--- src/rtl/tsa_pkg.sv ---
package tsa_pkg;

  typedef enum logic [1:0] {
    POL_SINGLE    = 2'b00,
    POL_ROUND     = 2'b01,
    POL_RANDOM    = 2'b10,
    POL_ROUND_ALT = 2'b11
  } policy_e;

  localparam int unsigned LFSR_W = 8;

  // One step of the 8-bit shift register
  function automatic logic [LFSR_W-1:0] lfsr_step(logic [LFSR_W-1:0] q);
    return {q[6:0], q[7] ^ q[5] ^ q[4] ^ q[3]};
  endfunction

  // Position where a cyclic scan begins.
  // inclusive: begin at ptr itself rather than the thread after it.
  function automatic int unsigned scan_origin(policy_e pol, int unsigned ptr,
                                              int unsigned rnd, int unsigned n,
                                              bit inclusive, bit use_rnd);
    int unsigned o;
    if (pol == POL_SINGLE)                 o = 0;
    else if (use_rnd && pol == POL_RANDOM) o = rnd % n;
    else if (inclusive)                    o = ptr % n;
    else                                   o = (ptr + 1) % n;
    return o;
  endfunction

endpackage

--- src/rtl/tsa_lfsr.sv ---
module tsa_lfsr #(
  parameter logic [7:0] SEED = 8'hA5
) (
  input  logic       clk,
  input  logic       rst,
  output logic [7:0] q
);
  import tsa_pkg::*;

  always_ff @(posedge clk) begin
    if (rst) q <= SEED;
    else     q <= lfsr_step(q);
  end
endmodule

--- src/rtl/tsa_scan.sv ---
module tsa_scan #(
  parameter int N  = 4,
  parameter int TW = 2
) (
  input  logic [N-1:0]  req,
  input  logic [TW-1:0] start,
  output logic          hit,
  output logic [TW-1:0] win
);
  always_comb begin
    hit = 1'b0;
    win = '0;
    for (int k = 0; k < N; k++) begin
      logic [TW-1:0] idx;
      idx = TW'((int'(start) + k) % N);
      if (!hit && req[idx]) begin
        hit = 1'b1;
        win = idx;
      end
    end
  end
endmodule

--- src/rtl/tsa_ptr.sv ---
module tsa_ptr #(
  parameter int TW = 2
) (
  input  logic          clk,
  input  logic          rst,
  input  logic          load,
  input  logic [TW-1:0] d,
  output logic [TW-1:0] q
);
  always_ff @(posedge clk) begin
    if (rst)       q <= '0;
    else if (load) q <= d;
  end
endmodule

--- src/rtl/thread_slot_arbiter.sv ---
module thread_slot_arbiter #(
  parameter int         N    = 4,
  parameter logic [7:0] SEED = 8'hA5,
  localparam int        TW   = (N > 1) ? $clog2(N) : 1
) (
  input  logic          clk,
  input  logic          rst,
  input  logic [1:0]    policy,
  input  logic [N-1:0]  irq_pend,
  input  logic [N-1:0]  at_boundary,
  input  logic [N-1:0]  draining,
  input  logic [N-1:0]  commit_rdy,
  input  logic [N-1:0]  thread_active,
  input  logic [N-1:0]  input_avail,
  input  logic          branch_busy,
  output logic          irq_valid,
  output logic [TW-1:0] irq_tid,
  output logic          commit_valid,
  output logic [TW-1:0] commit_tid,
  output logic          commit_uop_only,
  output logic          issue_valid,
  output logic [TW-1:0] issue_tid
);
  import tsa_pkg::*;

  localparam int CH_IRQ = 0;
  localparam int CH_CMT = 1;
  localparam int CH_ISS = 2;
  localparam int NCH    = 3;
  localparam logic [N-1:0] FIRST_ONLY = {{(N-1){1'b0}}, 1'b1};

  policy_e pol;
  assign pol = policy_e'(policy);

  logic [7:0] rnd;
  tsa_lfsr #(.SEED(SEED)) u_lfsr (.clk(clk), .rst(rst), .q(rnd));

  // Raw per-channel eligibility before the single-thread mask
  logic [N-1:0] raw_req [NCH];
  assign raw_req[CH_IRQ] = irq_pend & at_boundary & ~draining;
  assign raw_req[CH_CMT] = commit_rdy;
  assign raw_req[CH_ISS] = thread_active & input_avail;

  logic [N-1:0]  req   [NCH];
  logic [TW-1:0] ptr   [NCH];
  logic [TW-1:0] start [NCH];
  logic          hit   [NCH];
  logic [TW-1:0] win   [NCH];
  logic          grant [NCH];

  // Named event wires for the checker
  logic irq_taken;
  logic slot_blocked;
  logic [TW-1:0] irq_ptr, commit_ptr, issue_ptr;

  genvar ch;
  generate
    for (ch = 0; ch < NCH; ch++) begin : g_ch
      localparam bit INCL = (ch == CH_IRQ);
      localparam bit RNDS = (ch != CH_IRQ);

      assign req[ch] = (pol == POL_SINGLE) ? (raw_req[ch] & FIRST_ONLY)
                                           : raw_req[ch];
      assign start[ch] = TW'(scan_origin(pol, int'(ptr[ch]), int'(rnd),
                                         N, INCL, RNDS));

      tsa_scan #(.N(N), .TW(TW)) u_scan (
        .req(req[ch]), .start(start[ch]), .hit(hit[ch]), .win(win[ch]));

      if (ch == CH_IRQ) begin : g_irq_gate
        assign grant[ch] = hit[ch];
      end else begin : g_slot_gate
        assign grant[ch] = hit[ch] && !slot_blocked;
      end

      tsa_ptr #(.TW(TW)) u_ptr (
        .clk(clk), .rst(rst), .load(grant[ch]), .d(win[ch]), .q(ptr[ch]));
    end
  endgenerate

  assign irq_taken    = grant[CH_IRQ];
  assign slot_blocked = irq_taken || branch_busy;
  assign irq_ptr      = ptr[CH_IRQ];
  assign commit_ptr   = ptr[CH_CMT];
  assign issue_ptr    = ptr[CH_ISS];

  assign irq_valid    = grant[CH_IRQ];
  assign irq_tid      = grant[CH_IRQ] ? win[CH_IRQ] : '0;
  assign commit_valid = grant[CH_CMT];
  assign commit_tid   = grant[CH_CMT] ? win[CH_CMT] : '0;
  assign issue_valid  = grant[CH_ISS];
  assign issue_tid    = grant[CH_ISS] ? win[CH_ISS] : '0;

  assign commit_uop_only = grant[CH_CMT] && irq_pend[win[CH_CMT]]
                           && !draining[win[CH_CMT]];
endmodule

--- config.mk ---
export PLATFORM = sky130hd
export DESIGN_NAME = thread_slot_arbiter
export DESIGN_NICKNAME = d
export VERILOG_FILES = /design/src/rtl/tsa_pkg.sv /design/src/rtl/tsa_lfsr.sv /design/src/rtl/tsa_scan.sv /design/src/rtl/tsa_ptr.sv /design/src/rtl/thread_slot_arbiter.sv
export SDC_FILE = /design/constraint.sdc
export NUM_CORES = 1
export LEC_CHECK = 0
export BUFFER_PORTS_ARGS = -buffer_cell sky130_fd_sc_hd__buf_2
export CORE_MARGIN = 1
export CORE_UTILIZATION = 50
export CTS_CLUSTER_DIAMETER = 30
export DETAILED_ROUTE_END_ITERATION = 8
export GPL_TIMING_DRIVEN = 1
export PLACE_DENSITY = 0.84
export SETUP_SLACK_MARGIN = 0.5
export SLEW_MARGIN = 25
export SYNTH_ARGS = -nofsm -noshare
export SYNTH_HDL_FRONTEND = slang
export SYNTH_SLANG_ARGS = --single-unit
--- constraint.sdc ---
create_clock -name clk -period 3.4 [get_ports clk]
set_input_delay 0.85 -clock clk [delete_from_list [all_inputs] [get_ports clk]]
set_output_delay 0.85 -clock clk [all_outputs]
set_load 0.05 [all_outputs]
==> results of run 1 <==
[placed cells by master, fill, tap and decap left out, types with 3 or more instances in the layout]
cell type  Yosys  layout
buf_8          0       5
nand2_1       11      11
mux2i_1        7       4
or2_2          3       3
a211oi_1       6       4
xnor2_1        3       3
buf_2          2      23
and2_1         4       4
nand2b_1       4       4
a21oi_1        8       7
inv_1          5       3
nor2b_1        8       8
buf_6          0      15
nor2_1        10       6
nand3b_1       5       5
mux2_4         0       3
dfxtp_1       14      12
buf_4          1      21
o21ai_0        3       3
clkbuf_4       0       4
[routing by layer]
metal | wire length (µm) | track usage (%) | share of wire, % | vias to the layer above
li1 | - | - | - | 709
met1 | 1962 | 33.39 | 36 | 759
met2 | 2665 | 51.08 | 49 | 115
met3 | 373 | 2.679 | 6.9 | 45
met4 | 423 | 9.459 | 7.8 | 0
met5 | 0 | 0 | 0 | -
[cells by family after synthesis]
logic type | count (synthesis)
compound gates | 49
xor+xnor | 5
buf+inv | 12
flops | 14
mux | 10
simple gates | 64
[where the power goes]
group / internal [µW] / switching [µW]
clock network: 65.3 / 60.7
registers: 181 / 35.9
logic: 184 / 205
[critical path, delay by kind of cell]
kind	cells	cell delay, ns
AO/OA/AOI/OAI	4	0.99
AND/OR/NAND/NOR	1	0.27
buffers and inverters	4	0.55
[what timing repair did]
item | 4_1_cts | 5_1_grt
pin swaps | 8 | 7
buffers inserted | 3 | 8
resized for setup | 38 | 45
setup endpoints to repair | 9 | 9
[cell type report]
class	instances	area share (%)
inverter	7	1.555
sequential	14	13.52
clock buffer	4	1.734
multi-input combinational	128	55.50
timing repair buffer	66	26.02
tap	28	1.675
[how the worst min path moves through the flow]
| stage | startpoint | to | cells past startpoint |
|---|---|---|---|
| finish | u_lfsr.q[6]$_SDFF_PP0_ | u_lfsr.q[7]$_SDFF_PP1_ | 1 |
| floorplan | u_lfsr.q[6]$_SDFF_PP0_ | u_lfsr.q[7]$_SDFF_PP1_ | 1 |
| global route | u_lfsr.q[6]$_SDFF_PP0_ | u_lfsr.q[7]$_SDFF_PP1_ | 1 |
| global placement | u_lfsr.q[6]$_SDFF_PP0_ | u_lfsr.q[7]$_SDFF_PP1_ | 1 |
| CTS | u_lfsr.q[6]$_SDFF_PP0_ | u_lfsr.q[7]$_SDFF_PP1_ | 1 |
| detailed placement | u_lfsr.q[6]$_SDFF_PP0_ | u_lfsr.q[7]$_SDFF_PP1_ | 1 |
[per-stage QoR]
stage / setup WS (ns) / utilization, % / cell area [µm²] / instances / TNS, ns
floorplan: 0.07733 / - / 1286 / 154 / 0
global placement: -0.07356 / 71.42 / 1610 / 232 / -0.07356
detailed placement: -0.1417 / 71.42 / 1610 / 232 / -0.1718
CTS: 0.004124 / 80.69 / 1819 / 239 / 0
global route: -0.1426 / 92.79 / 2092 / 247 / -0.1426
finish: -0.1323 / 92.79 / 2092 / 247 / -0.1363
[sequential cells by signal, indices dropped and copies added, names as in the netlist]
name and count:
g_ch.u_ptr.q 6, u_lfsr.q 8
==> impl_results.md, run 1 <==
- Outcome: complete, but fails checks
- Violated checks: negative setup slack
- Reg2reg path depth: 7
- Via count: 1,628
- Synth cell types: 55
- Cell area after synthesis: 0.001224 mm²
- CP required: 2.55 ns
- Most numerous cell in the Yosys netlist: dfxtp_1
- Cts hold-fix bufs: 0
- Area Overhead vs Synth: 70.96%
- GR Overflow Total: 0
- Max_slew headroom: 72.37%
- CTS max path bufs: 2
- Initial antenna violation count: 0
- Row Count: 17
- Hold Path Class: flop to flop
- PnR Total Power: 731.9 µW
- DR vias/cell: 6.591
- # IOs: 39
- Area leader, netlist: dfxtp_1
- CTS clk-pin slew, worst paths: 0.08 ns
- Sequential share of the synthesized area: 22.90%
- Die Ht: 51.47 µm
- Post-synth EDFFs: 0
- Placer congestion estimate: 0.8551
- Maximum vdd drop: 0.3906 mV
- Post-route ant nets: 0
- Async set-reset flop share out of synthesis: 0%
- Htree depth: 1
- Die W: 51.47 µm
- Final WS setup: -0.1323 ns
- Simple-gate share of the synthesized area: 30.37%
- CP Capture Type: output pin
- Synth Instances: 154
- CTS tree: built
- PwrDens: 349.8 mW/mm²
- Worst skew pair latency: 0.30 ns
- RSZ-0062 raised after global routing: yes
- Setup-failing EPs final: 2
- YS warnings: 0
- Syn_area_per_cell: 7.946 µm²
- Filler cell count: 85
- # clock sinks: 14
- Synth top area share: 22.90%
- Post-Synth XOR/XNOR Area: 3.579%
- Initial core utilization: 54.27%
- Final min period: 3.532 ns
- CP Data Arrival Time: 2.68 ns
- Final #Nets: 249
- Reg area: 282.8 µm²
- Largest cells by area after synthesis: dfxtp_1 23%, mux2i_1 5.7%, nor2b_1 4.1%
- Launch point of the worst reg-to-reg path: u_lfsr.q[1]$_SDFF_PP0_
- Ant diodes: 0
- Layout cells sized above 1: 53.42%
- Clock Skew: 0.01021 ns
- CP max FO: 8
- Reg-to-reg setup timing slack: 1.38 ns
- Worst setup endpoint: commit_uop_only
- DRT Pass-1 Iters: 4
- Number of global-route vias before repair: 1,349
- CTS Root Cell: clkbuf_4
- Core area: 0.002255 mm²
- CP Launch Point: policy[0]
- Worst setup SP type: primary input
- Multi-input gate area: 0.001161 mm²
- Multiplexer share of the synthesized area: 8.487%
- Largest family of logic cells by synthesized area: compound AO/OA/AOI/OAI gates
- First-pass GRT wire length: 5671 µm
- Tot GR Track Use: 27.92%
- Slowest-stage cell, CP: a221o_1
- Post-Synth Adder-Cell Area: 0%
- Number of buffers created by CTS: 3
- Syn Nets: 183
- Largest net degree at the start of global routing: 15
- Pins Over Slew Limit: 0
- Flops & latches, synth: 14
- Commonest cells post-synth: 14 x dfxtp_1, 11 x nand2_1, 10 x nor2_1, 8 x a21oi_1, 8 x nor2b_1
- Max frequency: 0.2831 GHz
- Leakage power: 0.0009069 µW
- Crit path largest cell delay: 0.38 ns
- Synth Flop Type: dfxtp_1
- Complex-gate fraction of the synthesized area: 30.47%
- Die area: 0.002649 mm²
- Worst Tran Pin Value: 0.4144 ns
- Fin crit share: 103.9%
- Input/output buffers: 38
- DRT iter0 DRCs: 58
- HPWL Detailed: 2605 µm
- Hold WS: 0.4178 ns
- Setup CP Type: primary input to output pin
- Cell chain of the critical path: buf_12 -> buf_4 -> buf_8 -> a221oi_2 -> o21ai_1 -> a221o_1 -> or2_4 -> o22ai_4 -> buf_6
- DR DRC count: 0
- Final Hold Viols: 0
- Max Cap Viol: 0
- Wire per inst: 21.96 µm
- Capturing point of the worst reg2reg path: g_ch[1].u_ptr.q[0]$_SDFFE_PP0P_
- WL final: 5424 µm
Note: power is estimated with default switching activity, not from simulation.
==> run 2, diff against run 1 <==
- CORE_UTILIZATION: 50 -> 54
- CTS_BUF_LIST: not set -> sky130_fd_sc_hd__clkbuf_16
- PLACE_DENSITY: 0.84 -> 0.89
- clock period: 3.4 -> 4.2 ns (I/O delays scaled with it)
==> run 2 against run 1 <==
The run now ends clean. Core utilization down 10 points. Final cell count decreased by 7.7%. Clock power is 44% higher.
==> impl_results.md, run 2 (synthesis results as in run 1) <==
- Crit path largest cell delay: 0.40 ns
- CTS max path bufs: 2
- Cell chain of the critical path: buf_2 -> nand3b_1 -> and3_4 -> o21a_2 -> inv_2 -> or3_4 -> or2_4 -> o22ai_2 -> buf_6
- Register with the most flip-flops: u_lfsr.q
- Largest registers: u_lfsr.q: 8 flops, g_ch.u_ptr.q: 6 flops
- Wire per inst: 18.13 µm
- Area Overhead vs Synth: 37.32%
- Post-route ant nets: 0
- Internal power: 372.5 µW
- Reg2reg path depth: 6
- PwrDens: 345.2 mW/mm²
- Sw Ratio: 35.79%
- Clock power frac: 31.4%
- Leakage power: 0.0007545 µW
- Die area: 0.002461 mm²
- DP Worst Slack: 0.1622 ns
- Row Count: 16
- Final WS setup: 0.3822 ns
- Clock Skew: 0.001644 ns
- Number of global-route vias before repair: 1,388
- Input/output buffers: 38
- Hold WS: 0.4227 ns
- Largest net degree at the start of global routing: 15
- Logic depth of the worst path, buffers included: 9
- Final #Nets: 231
- CTS clk-pin slew, worst paths: 0.05 ns
- Hold EP: u_lfsr.q[7]$_SDFF_PP1_
- WL final: 4134 µm
- Worst Tran Pin Value: 0.5278 ns
- Maximum vdd drop: 0.2415 mV
- Reg-to-reg setup timing slack: 2.04 ns
- HP Start: u_lfsr.q[6]$_SDFF_PP0_
- DRT Pass-1 Iters: 4
- Die W: 49.61 µm
- Final Hold Viols: 0
- CP required: 3.15 ns
- Max frequency: 0.2619 GHz
- Number of buffers created by CTS: 3
- HPWL Detailed: 2383 µm
- CP Capture Type: output pin
- Via count: 1,476
- First-pass GRT wire length: 6610 µm
- Setup-failing EPs final: 0
- GR Overflow Total: 0
- Setup CP Type: primary input to output pin
- CTS Root Cell: clkbuf_16
- DR DRC count: 0
- # clock sinks: 14
- Tot GR Track Use: 35.48%
- Max_slew headroom: 64.33%
- DR vias/cell: 6.474
- WHS Path Cells: 1
- Cell family with most CP delay: simple AND/OR/NAND/NOR gates
- Die Ht: 49.61 µm
- Layout cells sized above 1: 39.30%
- Fin crit share: 90.90%
- CTS tree: built
- Setup tns final: 0 ns
- Flop pwr share: 29.1%
- Worst setup SP type: primary input
- Worst skew pair latency: 0.24 ns
- Commonest non-fill, non-tap cells in the layout: 33 x buf_2, 14 x dfxtp_1, 11 x nand2_1
- Initial antenna violation count: 0
- Initial core utilization: 59.93%
- Final min period: 3.818 ns
- Ant diodes: 0
- DRT iter0 DRCs: 83
- Placer congestion estimate: 0.8362
- Core area: 0.002042 mm²
- CP Data Arrival Time: 2.77 ns
- Combinational group share of total power: 39.5%
- RSZ-0062 raised after global routing: yes
- Outcome: completed
- Pins Over Slew Limit: 0
- Max Cap Viol: 0
- Most common cell after layout, fill and taps aside: buf_2
- Number of flip-flops in the largest register: 8
- Switching Power: 207.6 µW
- Capturing point of the worst reg2reg path: g_ch[0].u_ptr.q[0]$_SDFFE_PP0P_
- Hold Path Class: flop to flop
- # IOs: 39
- Launch point of the worst reg-to-reg path: g_ch[0].u_ptr.q[0]$_SDFFE_PP0P_
- Htree depth: 1
- Crit path buffers/inverters: 3
- Slowest-stage cell, CP: or3_4
- CP max FO: 4
## run 2: worst max path at each step
stage | startpoint | slack, ns | endpoint
final | draining[2] | 0.38 | commit_uop_only
after global routing | draining[2] | 0.31 | commit_uop_only
after CTS | policy[0] | 0.40 | commit_uop_only
after detailed placement | policy[0] | 0.16 | commit_uop_only
after global placement | policy[0] | 0.22 | commit_uop_only
after floorplan | draining[3] | 0.24 | commit_uop_only
## run 2: through the flow
step           instance area [µm²]  util, %  total power [µW]  cells
3_3_place_gp                  1434    70.22             348.3    214
6_report                      1680    82.29             580.0    228
5_1_grt                       1680    82.29             603.1    228
4_1_cts                       1623    79.47             551.9    225
3_5_place_dp                  1434    70.22             355.3    214
2_1_floorplan                 1235        -             308.2    154
## run 2: repair_timing
item                                    in CTS  in global routing
resized for setup                           17                 10
pin swaps                                    5                  6
hold buffers                                 0                  0
endpoints found under the setup margin       7                  7
buffers inserted                             7                  3
## run 2: final cells by class
class	instances	area (µm²)
clock inverter	1	3.754
tap	27	33.78
fill	129	361.6
timing repair buffer	48	305.3
inverter	7	26.28
sequential	14	280.3
clock buffer	3	75.07
multi-input combinational	128	955.9
## run 2: routing by layer
metal	share of wire (%)	GRT usage, %	routed length (µm)
met4	3.8	16.19	158
met1	39	41.46	1593
met5	0	0	0
met2	49	60.14	2009
met3	9.0	8.951	373
## run 2: power by group through the flow
stage	Sequential [µW]	Clock (µW)	Combinational, µW
2_1_floorplan	158	0	151
3_3_place_gp	168	0	181
3_5_place_dp	168	0	187
4_1_cts	166	178	207
5_1_grt	170	189	244
6_report	169	182	229
